<file path="src/rtl/fpwm_pkg.sv">
package fpwm_pkg;
  localparam int CNT_W = 16;
  localparam int WGM_W = 4;
  localparam int OM_W  = 2;

  typedef logic [CNT_W-1:0] cnt_t;
  typedef logic [WGM_W-1:0] wgm_t;
  typedef logic [OM_W-1:0]  om_t;

  localparam wgm_t WGM_FIX8   = 4'd5;
  localparam wgm_t WGM_FIX9   = 4'd6;
  localparam wgm_t WGM_FIX10  = 4'd7;
  localparam wgm_t WGM_CAPTOP = 4'd14;
  localparam wgm_t WGM_CMPTOP = 4'd15;
  localparam wgm_t WGM_RESET  = WGM_FIX8;

  localparam om_t OM_OFF    = 2'd0;
  localparam om_t OM_NONINV = 2'd2;
  localparam om_t OM_INV    = 2'd3;

  localparam cnt_t CNT_MAX = '1;

  // Limit for the fixed-resolution codes; anything else runs the full range.
  function automatic cnt_t fixed_top(input wgm_t m);
    case (m)
      WGM_FIX8:  fixed_top = cnt_t'(16'h00FF);
      WGM_FIX9:  fixed_top = cnt_t'(16'h01FF);
      WGM_FIX10: fixed_top = cnt_t'(16'h03FF);
      default:   fixed_top = CNT_MAX;
    endcase
  endfunction

  function automatic logic is_fixed(input wgm_t m);
    is_fixed = (m == WGM_FIX8) || (m == WGM_FIX9) || (m == WGM_FIX10);
  endfunction

  function automatic cnt_t top_select(input wgm_t m, input cnt_t cap, input cnt_t cmpa);
    case (m)
      WGM_CAPTOP: top_select = cap;
      WGM_CMPTOP: top_select = cmpa;
      default:    top_select = fixed_top(m);
    endcase
  endfunction

  // Compare writes in fixed modes lose the bits above the resolution.
  function automatic cnt_t write_mask(input wgm_t m, input cnt_t d);
    write_mask = is_fixed(m) ? (d & fixed_top(m)) : d;
  endfunction

  // Next waveform level; restart takes priority over a coincident match.
  function automatic logic wave_next(input om_t om, input logic cur,
                                     input logic restart, input logic match);
    case (om)
      OM_NONINV: wave_next = restart ? 1'b1 : (match ? 1'b0 : cur);
      OM_INV:    wave_next = restart ? 1'b0 : (match ? 1'b1 : cur);
      default:   wave_next = 1'b0;
    endcase
  endfunction
endpackage

</file>
<file path="src/rtl/fpwm_counter.sv">
module fpwm_counter
  import fpwm_pkg::*;
(
  input  logic clk,
  input  logic rst_n,
  input  logic tick_en,
  input  wgm_t wgm,
  input  cnt_t cap_top,
  input  cnt_t cmpa_top,
  output cnt_t count,
  output cnt_t top_val,
  output logic at_top
);
  assign top_val = top_select(wgm, cap_top, cmpa_top);
  assign at_top  = tick_en && (count == top_val);

  always_ff @(posedge clk or negedge rst_n) begin
    if (!rst_n)       count <= '0;
    else if (tick_en) count <= at_top ? '0 : count + cnt_t'(1);
  end


  wrap_to_zero_chk: assert property (@(posedge clk) disable iff (!rst_n)
    at_top |=> (count == '0));

  hold_chk: assert property (@(posedge clk) disable iff (!rst_n)
    !tick_en |=> $stable(count));

  step_chk: assert property (@(posedge clk) disable iff (!rst_n)
    (tick_en && !at_top) |=> (count == $past(count) + cnt_t'(1)));
endmodule

</file>
<file path="src/rtl/fpwm_channel.sv">
module fpwm_channel
  import fpwm_pkg::*;
(
  input  logic clk,
  input  logic rst_n,
  input  logic wr_stb,
  input  cnt_t wr_val,
  input  logic tick_en,
  input  logic at_top,
  input  cnt_t count,
  input  om_t  om,
  output cnt_t cmp_act,
  output logic match,
  output logic pwm
);
  cnt_t cmp_pend;

  assign match = tick_en && (count == cmp_act);

  always_ff @(posedge clk or negedge rst_n) begin
    if (!rst_n) begin
      cmp_pend <= '0;
      cmp_act  <= '0;
      pwm      <= 1'b0;
    end else begin
      if (wr_stb) cmp_pend <= wr_val;
      if (at_top) cmp_act  <= cmp_pend;
      pwm <= wave_next(om, pwm, at_top, match);
    end
  end


  act_hold_chk: assert property (@(posedge clk) disable iff (!rst_n)
    !at_top |=> $stable(cmp_act));

  restart_high_chk: assert property (@(posedge clk) disable iff (!rst_n)
    (at_top && om == OM_NONINV) |=> pwm);

  restart_low_chk: assert property (@(posedge clk) disable iff (!rst_n)
    (at_top && om == OM_INV) |=> !pwm);
endmodule

</file>
<file path="src/rtl/fpwm_flags.sv">
module fpwm_flags
  import fpwm_pkg::*;
#(
  parameter int NUM_CH = 2
) (
  input  logic              clk,
  input  logic              rst_n,
  input  logic              set_ovf,
  input  logic              set_cap,
  input  logic [NUM_CH-1:0] set_cmp,
  input  logic              clr_stb,
  input  logic [NUM_CH+1:0] clr_bits,
  output logic              ovf_flag,
  output logic              cap_flag,
  output logic [NUM_CH-1:0] cmp_flag
);
  logic [NUM_CH+1:0] flags_q, set_vec, clr_vec;

  assign set_vec = {set_cmp, set_cap, set_ovf};
  assign clr_vec = clr_stb ? clr_bits : '0;

  always_ff @(posedge clk or negedge rst_n) begin
    if (!rst_n) flags_q <= '0;
    else        flags_q <= (flags_q & ~clr_vec) | set_vec;
  end

  assign ovf_flag = flags_q[0];
  assign cap_flag = flags_q[1];
  assign cmp_flag = flags_q[NUM_CH+1:2];


  ovf_set_chk: assert property (@(posedge clk) disable iff (!rst_n)
    set_ovf |=> ovf_flag);

  ovf_sticky_chk: assert property (@(posedge clk) disable iff (!rst_n)
    (ovf_flag && !(clr_stb && clr_bits[0])) |=> ovf_flag);

  ovf_clear_chk: assert property (@(posedge clk) disable iff (!rst_n)
    (clr_stb && clr_bits[0] && !set_ovf) |=> !ovf_flag);
endmodule

</file>
<file path="src/rtl/fpwm_timer.sv">
module fpwm_timer
  import fpwm_pkg::*;
#(
  parameter int NUM_CH = 2,
  parameter int SEL_W  = $clog2(NUM_CH + 3)
) (
  input  logic              clk,
  input  logic              rst_n,
  input  logic              tick_en,
  input  logic              wr_en,
  input  logic [SEL_W-1:0]  wr_sel,
  input  logic [15:0]       wr_data,
  output logic [15:0]       count,
  output logic [15:0]       top_val,
  output logic [NUM_CH-1:0] pwm_out,
  output logic              ovf_flag,
  output logic              cap_flag,
  output logic [NUM_CH-1:0] cmp_flag
);
  localparam int SEL_MODE = 0;
  localparam int SEL_CAP  = 1;
  localparam int SEL_FLAG = 2;
  localparam int SEL_CMP0 = 3;
  localparam int OM_LSB   = WGM_W;

  wgm_t wgm;
  om_t  om [NUM_CH];
  cnt_t cap_reg;
  cnt_t cmp_act [NUM_CH];
  logic [NUM_CH-1:0] match_vec;
  logic at_top;
  logic wr_mode, wr_cap, wr_flag;

  assign wr_mode = wr_en && (wr_sel == SEL_W'(SEL_MODE));
  assign wr_cap  = wr_en && (wr_sel == SEL_W'(SEL_CAP));
  assign wr_flag = wr_en && (wr_sel == SEL_W'(SEL_FLAG));

  always_ff @(posedge clk or negedge rst_n) begin
    if (!rst_n) begin
      wgm     <= WGM_RESET;
      cap_reg <= '0;
    end else begin
      if (wr_mode) wgm     <= wr_data[WGM_W-1:0];
      if (wr_cap)  cap_reg <= wr_data;
    end
  end

  for (genvar i = 0; i < NUM_CH; i++) begin : g_ch
    logic wr_cmp;
    assign wr_cmp = wr_en && (wr_sel == SEL_W'(SEL_CMP0 + i));

    always_ff @(posedge clk or negedge rst_n) begin
      if (!rst_n)       om[i] <= OM_OFF;
      else if (wr_mode) om[i] <= wr_data[OM_LSB + OM_W*i +: OM_W];
    end

    fpwm_channel u_ch (
      .clk     (clk),
      .rst_n   (rst_n),
      .wr_stb  (wr_cmp),
      .wr_val  (write_mask(wgm, wr_data)),
      .tick_en (tick_en),
      .at_top  (at_top),
      .count   (count),
      .om      (om[i]),
      .cmp_act (cmp_act[i]),
      .match   (match_vec[i]),
      .pwm     (pwm_out[i])
    );
  end

  fpwm_counter u_cnt (
    .clk      (clk),
    .rst_n    (rst_n),
    .tick_en  (tick_en),
    .wgm      (wgm),
    .cap_top  (cap_reg),
    .cmpa_top (cmp_act[0]),
    .count    (count),
    .top_val  (top_val),
    .at_top   (at_top)
  );

  fpwm_flags #(.NUM_CH(NUM_CH)) u_flags (
    .clk      (clk),
    .rst_n    (rst_n),
    .set_ovf  (at_top),
    .set_cap  (at_top && (wgm == WGM_CAPTOP)),
    .set_cmp  (match_vec),
    .clr_stb  (wr_flag),
    .clr_bits (wr_data[NUM_CH+1:0]),
    .ovf_flag (ovf_flag),
    .cap_flag (cap_flag),
    .cmp_flag (cmp_flag)
  );


  cap_with_ovf_chk: assert property (@(posedge clk) disable iff (!rst_n)
    (at_top && wgm == WGM_CAPTOP) |=> (cap_flag && ovf_flag));

  cmpa_with_ovf_chk: assert property (@(posedge clk) disable iff (!rst_n)
    (at_top && wgm == WGM_CMPTOP) |=> (cmp_flag[0] && ovf_flag));

  cap_top_chk: assert property (@(posedge clk) disable iff (!rst_n)
    (wr_cap && !wr_mode && wgm == WGM_CAPTOP) |=> (top_val == $past(wr_data)));
endmodule

</file>
<file path="config.mk">
export PLATFORM = sky130hd
export DESIGN_NAME = fpwm_timer
export DESIGN_NICKNAME = d
export VERILOG_FILES = /design/src/rtl/fpwm_pkg.sv /design/src/rtl/fpwm_counter.sv /design/src/rtl/fpwm_channel.sv /design/src/rtl/fpwm_flags.sv /design/src/rtl/fpwm_timer.sv
export SDC_FILE = /design/constraint.sdc
export NUM_CORES = 1
export LEC_CHECK = 0
export CORE_UTILIZATION = 51
export CTS_CLUSTER_DIAMETER = 50
export DETAILED_ROUTE_END_ITERATION = 16
export HOLD_SLACK_MARGIN = 0.1
export PLACE_DENSITY = 0.73
export SETUP_SLACK_MARGIN = 0.2
export SLEW_MARGIN = 40
export SYNTH_ARGS = -nofsm -noshare
export SYNTH_HDL_FRONTEND = slang
export SYNTH_HIERARCHICAL = 1
export SYNTH_SLANG_ARGS = --single-unit
</file>
<file path="constraint.sdc">
create_clock -name clk -period 3.3 [get_ports clk]
set_input_delay 0.495 -clock clk [delete_from_list [all_inputs] [get_ports clk]]
set_output_delay 0.495 -clock clk [all_outputs]
set_load 0.005 [all_outputs]
</file>
==> results_dict.tcl <==
set metrics [dict create \
    status "finished clean" \
    synth-seq-area-share 0.498 \
    combPwrFrac 0.269 \
    synth_area_leader_cell "dfrtp_1" \
    top_layer_used "met4" \
    rsz0062_at_grt "false" \
    r2r_cells 8 \
    wl_met1_mm 5.80 \
    synth_nets 477 \
    htree_levels 3 \
    clock-skew-final_ns 0.0189 \
    multi_input_area_um2 2650 \
    die-area_um2 11300 \
    grt_pass1_wl_mm 20.5 \
    net-switching-power_mw 1.17 \
    drt_iter0_drc 202 \
    fmax_ghz 0.331 \
    synth-main-ff-cell "dfrtp_1" \
    ys_warn_count 6 \
    avgSynthCellArea_um2 12.2 \
    wl_met3_um 634 \
    grt_max_degree 69 \
    hold_path.class "primary input to asynchronous set/reset pin" \
    netlist_top_cells_area "dfrtp_1, mux2_2, xor2_1" \
    core-area_um2 10400 \
    dp_hpwl_mm 9.36 \
    first_pass_iters 5 \
    rows 37 \
    synth_edf_count 0 \
    synth.most_common_cell "dfrtp_1" \
    cts_tree "yes" \
    insertion_delay_ns 0.38 \
    internal-power_mw 2.40 \
    gr-total-overflow 0 \
    track_usage 0.243 \
    synth_cell_types 56 \
    finalSetupTns_ns 0 \
    finalPower_mw 3.57 \
    wl_mm 12.9 \
    clkTransAtPathRegs_ns 0.11 \
    finalCritPeriodShare 0.914 \
    drive_above_1_share 0.250 \
    n_antenna_cell 0 \
    async_flop_share 1.00 \
    worstMarginPinSlew_ns 0.713 \
    finalHoldViolCount 0 \
    io_buffers 60 \
    p_per_area_nw_per_um2 549 \
    cp-end-kind "flip-flop" \
    clkPwrFrac 0.211 \
    grt_pass1_vias 3775 \
    synthCells 453 \
    ant_nets 0 \
    routed-wl-met2_mm 6.19 \
    peakVddDrop_uv 273 \
    r2r-start "wgm[0]" \
    gp_congestion 0.874 \
    drv_cap 0 \
    biggestRegsByFlops "g_ch.u_ch/cmp_act x32, g_ch.u_ch/cmp_pend x32" \
    syn_to_final_growth_pct 17.2 \
    clock_sinks 110 \
    nets 539 \
    viasPerCell 5.76 \
    drc_errors 0 \
    setup_violations 0 \
    clock_path_buffers 2 \
    sw_frac_of_total 0.328 \
    io_pins 61 \
    worstPathArrival_ns 3.27 \
    synth_common_cells "dfrtp_1, mux2_2, xor2_1" \
    crit_path_max_fanout 34 \
    reg2reg_slack_ns 0.28 \
    drv_slew 0 \
    cp-start-kind "flip-flop" \
    fin_crit_ns 3.02 \
    initial_utilization 0.531 \
    syn-cell-area_um2 5540 \
    cts_buffers 9 \
    leakage_nw 2.92 \
    ys_ff_latch 110 \
    slew_headroom 0.518 \
    fill_cells 828 \
    synth_top_area_share 0.488 \
    register_area_um2 2760 \
    dieWidth_um 106 \
    die_h_um 106 \
    vias 3779 \
    path_class "flip-flop to flip-flop" \
    p_seq_frac 0.520 \
    crit_required_ns 3.55 \
    root_buffer "clkbuf_8" \
    worstReg2RegEnd "g_ch[1].u_ch/cmp_act[15]" \
    wl_per_cell_um 19.6 \
    antenna_found_initial 0 \
]
==> power groups by stage <==
stage | clock, mW | combinational [mW] | sequential (mW)
5_1_grt | 0.824 | 1.05 | 1.89
3_5_place_dp | 0 | 0.944 | 1.87
3_3_place_gp | 0 | 0.918 | 1.86
6_report | 0.754 | 0.959 | 1.85
2_1_floorplan | 0 | 0.606 | 1.76
4_1_cts | 0.776 | 0.949 | 1.85
==> metrics by stage <==
| step | cell area [um2] | hold WS, ns | worst slack, ns | utilization | std cells |
|---|---|---|---|---|---|
| 2_1_floorplan | 5540 | 0.199 | 0.253 | - | 453 |
| 3_3_place_gp | 6270 | 0.461 | 0.294 | 0.602 | 639 |
| 3_5_place_dp | 6270 | 0.473 | 0.218 | 0.602 | 639 |
| 4_1_cts | 6450 | 0.112 | 0.244 | 0.620 | 655 |
| 5_1_grt | 6490 | 0.147 | 0.198 | 0.623 | 656 |
| 6_report | 6490 | 0.0929 | 0.283 | 0.623 | 656 |
==> repair_timing <==
action                     CTS  global route
buffers inserted             0             1
hold buffers                 0             0
pin swaps                    0             1
setup endpoints to repair    1            40
resized for setup            1             7
==> logic make-up after synthesis <==
logic type | count (synthesis) | synth area share
AOI/OAI and AO/OA | 36 | 0.0470
xor gates and xnor gates | 57 | 0.0902
adders and majority gates | 1 | 0.00226
buffers and inverters | 29 | 0.0330
DFF | 110 | 0.498
muxes | 97 | 0.198
and+or+nand+nor | 123 | 0.132
==> layer usage <==
layer / vias to the layer above / track usage
met4: 0 / 0.0823
met2: 114 / 0.391
met1: 1918 / 0.339
met3: 18 / 0.0325
met5: - / 0
li1: 1729 / -
==> placed cells by master, fill, tap and decap left out, drive strengths merged, types with 2 or more instances in the layout <==
master / count
dfrtp: 108
mux2: 89
clkdlybuf4s50: 59
xor2: 42
nand2: 27
nor2: 23
xnor2: 15
buf: 12
clkbuf: 11
inv: 10
nor4: 10
nand2b: 9
and3: 8
mux2i: 8
a21boi: 7
a21oi: 7
nand4: 6
a221o: 6
nor3: 6
nand3: 5
or3: 4
a21o: 4
nor4bb: 4
or4: 4
a31oi: 3
clkinv: 3
o21ai: 3
nor2b: 2
or2: 2
and4b: 2
o311ai: 2
and2: 2
or4b: 2
dfstp: 2
==> worst max-delay path by stage <==
stage                      start                  endpoint  slack, ns  depth (start not counted)
after floorplan           wgm[0]  g_ch[0].u_ch/cmp_act[10]       0.25                         11
after global placement    wgm[0]            u_cnt/count[0]       0.29                          6
after detailed placement  wgm[0]            u_cnt/count[0]       0.22                          6
after CTS                 wgm[0]            u_cnt/count[0]       0.24                          6
after global routing      wgm[0]   g_ch[0].u_ch/cmp_act[3]       0.20                          8
final                     wgm[0]  g_ch[1].u_ch/cmp_act[15]       0.28                          8
==> critical path, cell delays in order, from the launching register on <==
cell,delay (ns)
dfstp_4,0.79
mux2_1,0.39
or3_1,0.35
nand2_1,0.08
nand4_1,0.11
nor4_2,0.29
and3_1,0.26
buf_12,0.23
mux2_2,0.37
==> area by class of cell <==
| class | instances | share of cell area |
|---|---|---|
| clock inverters | 5 | 0.00694 |
| flip-flops and latches | 110 | 0.425 |
| well taps | 136 | 0.0262 |
| repair buffers | 71 | 0.109 |
| inverters | 9 | 0.00521 |
| clock buffers | 11 | 0.0202 |
| multi-input cells | 314 | 0.408 |
No activity file was read; power rests on OpenSTA's default activity.
